## src/rtl/csa_pkg.sv

```systemverilog
package csa_pkg;
  localparam int unsigned CSA_LEAF_W    = 2;
  localparam int unsigned CSA_DEFAULT_N = 16;
endpackage

```

## src/rtl/csa_leaf.sv

```systemverilog
module csa_leaf #(
  parameter int unsigned W = 2
) (
  input  logic [W-1:0] a_i,
  input  logic [W-1:0] b_i,
  output logic [W-1:0] s0_o,
  output logic         c0_o,
  output logic [W-1:0] s1_o,
  output logic         c1_o
);
  logic cr0, cr1;

  always_comb begin
    cr0 = 1'b0;
    cr1 = 1'b1;
    for (int i = 0; i < int'(W); i++) begin
      s0_o[i] = a_i[i] ^ b_i[i] ^ cr0;
      s1_o[i] = a_i[i] ^ b_i[i] ^ cr1;
      cr0 = (a_i[i] & b_i[i]) | (a_i[i] & cr0) | (b_i[i] & cr0);
      cr1 = (a_i[i] & b_i[i]) | (a_i[i] & cr1) | (b_i[i] & cr1);
    end
    c0_o = cr0;
    c1_o = cr1;
  end

  // the ripple result with carry 0 is the plain sum
  always_comb begin
    a_r1_leaf_sum: assert ({c0_o, s0_o} == ({1'b0, a_i} + {1'b0, b_i}))
      else $error("leaf carry-0 alternative wrong");
  end
endmodule

```

## src/rtl/csa_node.sv

```systemverilog
module csa_node #(
  parameter int unsigned W      = 16,
  parameter int unsigned LEAF_W = csa_pkg::CSA_LEAF_W
) (
  input  logic [W-1:0] a_i,
  input  logic [W-1:0] b_i,
  output logic [W-1:0] s0_o,
  output logic         c0_o,
  output logic [W-1:0] s1_o,
  output logic         c1_o
);
  localparam int unsigned HW = W / 2;

  generate
    if (W <= LEAF_W) begin : g_leaf
      csa_leaf #(.W(W)) u_leaf (
        .a_i(a_i), .b_i(b_i),
        .s0_o(s0_o), .c0_o(c0_o), .s1_o(s1_o), .c1_o(c1_o)
      );
    end else begin : g_split
      logic [HW-1:0] lo_s0, lo_s1, hi_s0, hi_s1;
      logic          lo_c0, lo_c1, hi_c0, hi_c1;

      csa_node #(.W(HW), .LEAF_W(LEAF_W)) u_lo (
        .a_i(a_i[HW-1:0]), .b_i(b_i[HW-1:0]),
        .s0_o(lo_s0), .c0_o(lo_c0), .s1_o(lo_s1), .c1_o(lo_c1)
      );
      csa_node #(.W(W-HW), .LEAF_W(LEAF_W)) u_hi (
        .a_i(a_i[W-1:HW]), .b_i(b_i[W-1:HW]),
        .s0_o(hi_s0), .c0_o(hi_c0), .s1_o(hi_s1), .c1_o(hi_c1)
      );

      // lower half's carry steers the upper half's precomputed pair
      always_comb begin
        s0_o = {(lo_c0 ? hi_s1 : hi_s0), lo_s0};
        c0_o = lo_c0 ? hi_c1 : hi_c0;
        s1_o = {(lo_c1 ? hi_s1 : hi_s0), lo_s1};
        c1_o = lo_c1 ? hi_c1 : hi_c0;
      end
    end
  endgenerate

  // the carry-1 alternative is one above the carry-0 alternative
  always_comb begin
    a_r1_node_alt: assert ({c1_o, s1_o} == ({c0_o, s0_o} + (W+1)'(1)))
      else $error("segment alternatives inconsistent");
  end
endmodule

```

## src/rtl/cond_sum_addsub.sv

```systemverilog
module cond_sum_addsub #(
  parameter int unsigned N = csa_pkg::CSA_DEFAULT_N
) (
  input  logic [N-1:0] a_i,
  input  logic [N-1:0] b_i,
  input  logic         sub_i,
  input  logic         cin_i,
  output logic [N-1:0] sum_o,
  output logic         cout_o,
  output logic         ovf_o
);
  localparam int unsigned MSB = N - 1;

  logic [N-1:0] b_eff;
  logic         c_lsb;
  logic [N-1:0] r_s0, r_s1;
  logic         r_c0, r_c1;

  always_comb begin
    b_eff = b_i ^ {N{sub_i}};
    c_lsb = cin_i ^ sub_i;
  end

  csa_node #(.W(N), .LEAF_W(csa_pkg::CSA_LEAF_W)) u_root (
    .a_i(a_i), .b_i(b_eff),
    .s0_o(r_s0), .c0_o(r_c0), .s1_o(r_s1), .c1_o(r_c1)
  );

  always_comb begin
    sum_o  = c_lsb ? r_s1 : r_s0;
    cout_o = c_lsb ? r_c1 : r_c0;
    ovf_o  = ~(a_i[MSB] ^ b_eff[MSB]) & (sum_o[MSB] ^ a_i[MSB]);
  end

  always_comb begin
    // addition result and carry out
    if (!sub_i) begin
      a_r1_add_sum: assert ({cout_o, sum_o} ==
                            ({1'b0, a_i} + {1'b0, b_i} + (N+1)'(cin_i)))
        else $error("add result wrong");
    end
    // subtraction result with borrow
    if (sub_i) begin
      a_r2_sub_sum: assert (sum_o == (a_i - b_i - N'(cin_i)))
        else $error("subtract result wrong");
    end
    // sign rule equals carry into sign bit XOR carry out
    a_r3_ovf_carry: assert (ovf_o ==
                            ((sum_o[MSB] ^ a_i[MSB] ^ b_eff[MSB]) ^ cout_o))
      else $error("overflow disagrees with sign carries");
  end
endmodule

```

## config.mk

```make
export PLATFORM = sky130hd
export DESIGN_NAME = cond_sum_addsub
export DESIGN_NICKNAME = d
export VERILOG_FILES = /design/src/rtl/csa_pkg.sv /design/src/rtl/csa_leaf.sv /design/src/rtl/csa_node.sv /design/src/rtl/cond_sum_addsub.sv
export SDC_FILE = /design/constraint.sdc
export NUM_CORES = 1
export LEC_CHECK = 0
export ABC_AREA = 1
export BUFFER_PORTS_ARGS = -buffer_cell sky130_fd_sc_hd__buf_2
export CAP_MARGIN = 20
export CORE_MARGIN = 5
export CORE_UTILIZATION = 50
export DETAILED_ROUTE_END_ITERATION = 6
export PLACE_DENSITY_LB_ADDON = 0.3
export SKIP_LAST_GASP = 1
export SYNTH_ARGS = -nofsm -noshare
export SYNTH_HDL_FRONTEND = slang
export SYNTH_SLANG_ARGS = --single-unit
```

## constraint.sdc

```tcl
create_clock -name vclk -period 10.4
set_input_delay 2.08 -clock vclk [all_inputs]
set_output_delay 2.08 -clock vclk [all_outputs]
set_load 0.01 [all_outputs]
```

== After elaboration in Yosys (flattened, before gate mapping) ==
Index checks and enable logic that the tools add are counted.

* Bits in registers: 0
* Bits of input ports: 34
* Logic and storage cells: 171

* Multiplexer cells: 30
* Bitwise operators: 141

{| class="wikitable"
|+ Operator list
! operator !! count
|-
| AND 1 bit || 49
|-
| bitwise OR 1 bit || 48
|-
| bitwise XOR 1 bit || 34
|-
| 2-to-1 mux 16 bit || 1
|-
| 2-to-1 mux 2 bit || 8
|-
| 2-to-1 mux 4 bit || 4
|-
| 2-to-1 mux 8 bit || 2
|-
| bitwise XOR 16 bit || 1
|-
| 2-to-1 mux 1 bit || 15
|-
| NOT 1 bit || 9
|}

== Longest topological paths before layout ==
* Word-level depth: 13
* Mapped depth: 16

== Hierarchy ==
From an unflattened synthesis, not the netlist that was laid out.

* Cell total of the unflattened synthesis: 405
* Area total of the unflattened synthesis: 2088.3 sq um

{| class="wikitable"
|+ Modules (own cells, without submodules)
! module !! instances !! cells an instance !! area an instance (sq um)
|-
| csa_leaf || 8 || 14 || 102.6
|-
| cond_sum_addsub || 1 || 91 || 494.2
|-
| csa_node at u_root.g_split.u_hi.g_split.u_hi ... || 4 || 20 || 75.1
|-
| csa_node at u_root.g_split.u_hi ... || 2 || 32 || 120.1
|-
| csa_node at u_root || 1 || 58 || 232.7
|}

== Worst setup path after synthesis ==
OpenSTA, ideal clock, no wires.

* Path kind: input port to output port
* Start: input port sub_i
* End: output port sum_o[14]
* Data arrival time: 4200 ps
* Data required time: 8320 ps
* Setup slack: 4120 ps
* Stages: 12
* Path through: buf_6 -> buf_2 -> xnor2_1 -> inv_1 -> ha_1 -> fa_1 -> o21ai_0 -> nand3_2 -> nand2_2 -> buf_6 -> nor2_1 -> a31oi_1

* Longest elaborated chain between the ends: 11

{| class="wikitable"
|+ Ends and longest elaborated chain
! what !! line !! source
|-
| from (decl) || cond_sum_addsub.sv:6 || <nowiki>input logic sub_i,</nowiki>
|-
| bitwise XOR 16 bit || cond_sum_addsub.sv:20 || <nowiki>b_eff = b_i ^ {N{sub_i}};</nowiki>
|-
| AND 1 bit || csa_leaf.sv:19, csa_leaf.sv:20 ||
|-
| bitwise OR 1 bit (2 in series) || csa_leaf.sv:20 || <nowiki>cr1 = (a_i[i] & b_i[i]) | (a_i[i] & cr1) | (b_i[i] & cr1);</nowiki>
|-
| AND 1 bit || csa_leaf.sv:20 ||
|-
| bitwise OR 1 bit (2 in series) || csa_leaf.sv:20 ||
|-
| 2-to-1 mux 2 bit, or another cell as far along || csa_node.sv:37 || <nowiki>s1_o = {(lo_c1 ? hi_s1 : hi_s0), lo_s1};</nowiki>
|-
| 2-to-1 mux 4 bit, or another cell as far along || csa_node.sv:35 || <nowiki>s0_o = {(lo_c0 ? hi_s1 : hi_s0), lo_s0};</nowiki>
|-
| 2-to-1 mux 8 bit, on equally long branches || csa_node.sv:35, csa_node.sv:37 ||
|-
| 2-to-1 mux 16 bit (*) || cond_sum_addsub.sv:30 || <nowiki>sum_o = c_lsb ? r_s1 : r_s0;</nowiki>
|-
| to (decl) || cond_sum_addsub.sv:8 || <nowiki>output logic [N-1:0] sum_o,</nowiki>
|}

Every way passes the cells marked *; elsewhere a longest branch is shown, timed or not.

== Final worst setup path ==
* Start: input port sub_i
* End: output port ovf_o

* Longest elaborated chain between the ends: 13

{| class="wikitable"
|+ Ends and longest elaborated chain
! what !! line !! source
|-
| bitwise XOR 16 bit || cond_sum_addsub.sv:20 ||
|-
| AND 1 bit || csa_leaf.sv:19, csa_leaf.sv:20 ||
|-
| bitwise OR 1 bit (2 in series) || csa_leaf.sv:20 ||
|-
| AND 1 bit || csa_leaf.sv:20 ||
|-
| bitwise OR 1 bit (2 in series) || csa_leaf.sv:20 ||
|-
| 2-to-1 mux 2 bit, or another cell as far along || csa_node.sv:37 ||
|-
| 2-to-1 mux 4 bit, or another cell as far along || csa_node.sv:35 ||
|-
| 2-to-1 mux 8 bit, on equally long branches || csa_node.sv:35, csa_node.sv:37 ||
|-
| 2-to-1 mux 16 bit || cond_sum_addsub.sv:30 ||
|-
| bitwise XOR 1 bit || cond_sum_addsub.sv:32 || <nowiki>ovf_o = ~(a_i[MSB] ^ b_eff[MSB]) & (sum_o[MSB] ^ a_i[MSB]);</nowiki>
|-
| AND 1 bit (*) || cond_sum_addsub.sv:32 ||
|-
| to (decl) || cond_sum_addsub.sv:10 || <nowiki>output logic ovf_o</nowiki>
|}

Marked as above.

==> qor.csv <==
stage,metric,value,unit
outcome,run_status,completed,
critical_path,worst-setup-path-type,primary input to output pin,
synth,synth_fp_nets,289,
run,max_cap_violations,0,
routing,drc_errors,0,
power,vdd_ir_drop_max,58.3,µV
timing,fin_crit_sh,63.9,%
synth,synthCells,223,
floorplan,boundaryPins,52,
global_routing,grt.total_usage,15.2,%
synth,postSynthAreaPerCell,6.96,µm²
clocking,resized_cells_post_cts,0,
global_routing,initial_antenna_violation_count,0,
timing,worst-slew-pin-transition,523,ps
global_routing,first_global_vias,1419,
layout,area_growth,17.7,%
critical_path,startpoint_type,primary input,
synth,most_numerous_cell_types_in_the_synthesized_netlist,"39 x sky130_fd_sc_hd__inv_1, 38 x sky130_fd_sc_hd__nand2_1, 24 x sky130_fd_sc_hd__nand3_1",
synth,synth.distinct_cells,25,
layout,nets,340,
synth,yosys_warnings,0,
power,power_density,96.7,nW/µm²
layout,final_cells,305,
floorplan,die_h,65.7,µm
critical_path,cp-end-kind,output pin,
timing,setup_violations,0,
routing,wl_per_cell,10.7,µm
power,seq_power_share,0,%
timing,max_clock_freq,150,MHz
synth,synth_top_area_cell,sky130_fd_sc_hd__fa_1,
critical_path,critPathArrivalTime,4570,ps
worst_hold_path,hold_path.class,primary input to output pin,
timing,rsz0062_at_grt,no,
global_routing,grt_pass1_wl,5510,µm
routing,totalWireLength,3250,µm
clocking,cts.hold.buffers_added,0,
routing,detail_route.first_pass.iterations,4,
routing,via_count,1497,
synth,synth_seq_area_share,0,%
timing,totalNegativeSetupSlack,0,ps
layout,final.clkbuf_count,0,
timing,slew-limit-headroom,65.1,%
layout,insertedDiodeCount,0,
synth,yosys_top_cell_area_share,18.1,%
global_routing,grt_start_max_net_pins,21,
routing,drt_iter0_markers,16,
layout,nFlopsAndLatches,0,
layout,final_layout_size_suffix_gt1_share,26.8,%
place,gp_congestion,0.804,
synth,synth.area.top_cells,"sky130_fd_sc_hd__fa_1 18%, sky130_fd_sc_hd__ha_1 15%, sky130_fd_sc_hd__inv_1 9.4%",
global_routing,grt_overflow_total,0,
floorplan,core,3000,µm²
place,port_buffers,52,
critical_path,crit_fanout,20,
critical_path,endpoint,ovf_o,
critical_path,cp.required,8320,ps
routing,antenna_violating_nets_post_route,0,
layout,layout.area.seq,0,µm²
floorplan,initial_util,51.7,%
synth,post_synth_instance_area,1550,µm²
layout,final.fill_count,303,
power,comb_power_share,100.0,%
place,placedCellCount,305,
timing,final_hold_viol_count,0,
floorplan,num_rows,20,
power,p_int,0.0756,mW
timing,maxSlewViolCount,0,
critical_path,startpoint,sub_i,
timing,timing.final.crit_period,6650,ps
power,power.static_leakage,1.01,nW
power,swShare,57.2,%
floorplan,chipWidth,65.7,µm
place,hpwl_reported_at_the_end_of_detailed_placement,2930,µm
power,clockPowerShare,0,%
floorplan,fp.dieArea,4320,µm²
power,power.net_switching,0.101,mW
routing,via_per_inst,4.91,
synth,yosysMostFrequentCell,sky130_fd_sc_hd__inv_1,
timing,final.hold.worst_slack,4600,ps
clocking,post_cts_setup_inserts,0,
## layout by cell type, fill, tap and decap left out
master                     instances
sky130_fd_sc_hd__nand3b_1          2
sky130_fd_sc_hd__o21ai_1           3
sky130_fd_sc_hd__o211ai_1          3
sky130_fd_sc_hd__nand3_1          24
sky130_fd_sc_hd__a21oi_2           1
sky130_fd_sc_hd__a21oi_1           7
sky130_fd_sc_hd__mux2_2            3
sky130_fd_sc_hd__fa_1             14
sky130_fd_sc_hd__mux2i_1           1
sky130_fd_sc_hd__nand2_1          38
sky130_fd_sc_hd__or2_2             3
sky130_fd_sc_hd__inv_1            39
sky130_fd_sc_hd__buf_2            52
sky130_fd_sc_hd__inv_2             3
sky130_fd_sc_hd__xor2_1           13
sky130_fd_sc_hd__nor2_1            8
sky130_fd_sc_hd__nand3_2           6
sky130_fd_sc_hd__o21a_1            1
sky130_fd_sc_hd__nand2_2           5
sky130_fd_sc_hd__o21ai_0          11
sky130_fd_sc_hd__ha_1             18
sky130_fd_sc_hd__or2_1             2
sky130_fd_sc_hd__xnor2_1          14
sky130_fd_sc_hd__a31oi_1           1
## layer usage
layer  vias to the layer above  GRT usage, %  share of wire [%]
li1                        799             -                  -
met1                       661          18.3                 42
met3                         4         0.684                4.4
met5                         -             0                  0
met2                        33          30.0                 52
met4                         0          1.81                1.1
## power by group through the flow
stage	Combinational [mW]	Sequential [mW]	Clock, mW
2_1_floorplan	0.128	0	0
3_3_place_gp	0.174	0	0
3_5_place_dp	0.179	0	0
4_1_cts	0.179	0	0
5_1_grt	0.202	0	0
6_report	0.177	0	0
## cells by family (layout without fill, tap and decap cells)
kind of cell,Yosys count,in the layout,share of synthesized area (%)
buf+inv,45,94,11.9
mux,4,4,2.82
fa+ha+maj,32,32,32.6
compound gates,27,27,9.68
simple gates,88,88,27.7
xor+xnor,27,27,15.2
## metrics by stage
| stage | total power [mW] | worst slack, ps | instance area, µm² | util, % |
|---|---|---|---|---|
| after global placement | 0.174 | 3780 | 1830 | 60.8 |
| after detailed placement | 0.179 | 3700 | 1830 | 60.8 |
| final | 0.177 | 3750 | 1830 | 60.8 |
| after global routing | 0.202 | 3440 | 1830 | 60.8 |
| after CTS | 0.179 | 3710 | 1830 | 60.8 |
| after floorplan | 0.128 | 4120 | 1550 | - |
## layout make-up
class	count	area (µm²)	share of cell area [%]
tap	33	41.3	2.26
timing repair buffer	52	260	14.3
multi-input combinational	178	1370	74.8
inverter	42	158	8.64
## worst min path at each step
stage | slack, ps | depth (start not counted) | endpoint | from
floorplan | 4370 | 2 | sum_o[1] | a_i[1]
global placement | 4600 | 4 | sum_o[1] | a_i[1]
detailed placement | 4610 | 4 | sum_o[1] | a_i[1]
CTS | 4610 | 4 | sum_o[1] | a_i[1]
global route | 4650 | 4 | sum_o[1] | a_i[1]
finish | 4600 | 4 | sum_o[1] | a_i[1]
## worst max-delay path: stages
cell,delay [ps]
sky130_fd_sc_hd__buf_2,420
sky130_fd_sc_hd__xnor2_1,210
sky130_fd_sc_hd__ha_1,180
sky130_fd_sc_hd__inv_1,50
sky130_fd_sc_hd__fa_1,430
sky130_fd_sc_hd__o21ai_0,370
sky130_fd_sc_hd__nand3_2,170
sky130_fd_sc_hd__nand2_2,230
sky130_fd_sc_hd__nand2_1,80
sky130_fd_sc_hd__nand2_1,80
sky130_fd_sc_hd__nor2_1,40
sky130_fd_sc_hd__nor2_1,90
sky130_fd_sc_hd__buf_2,130
Note: power is estimated with default switching activity, not from simulation.
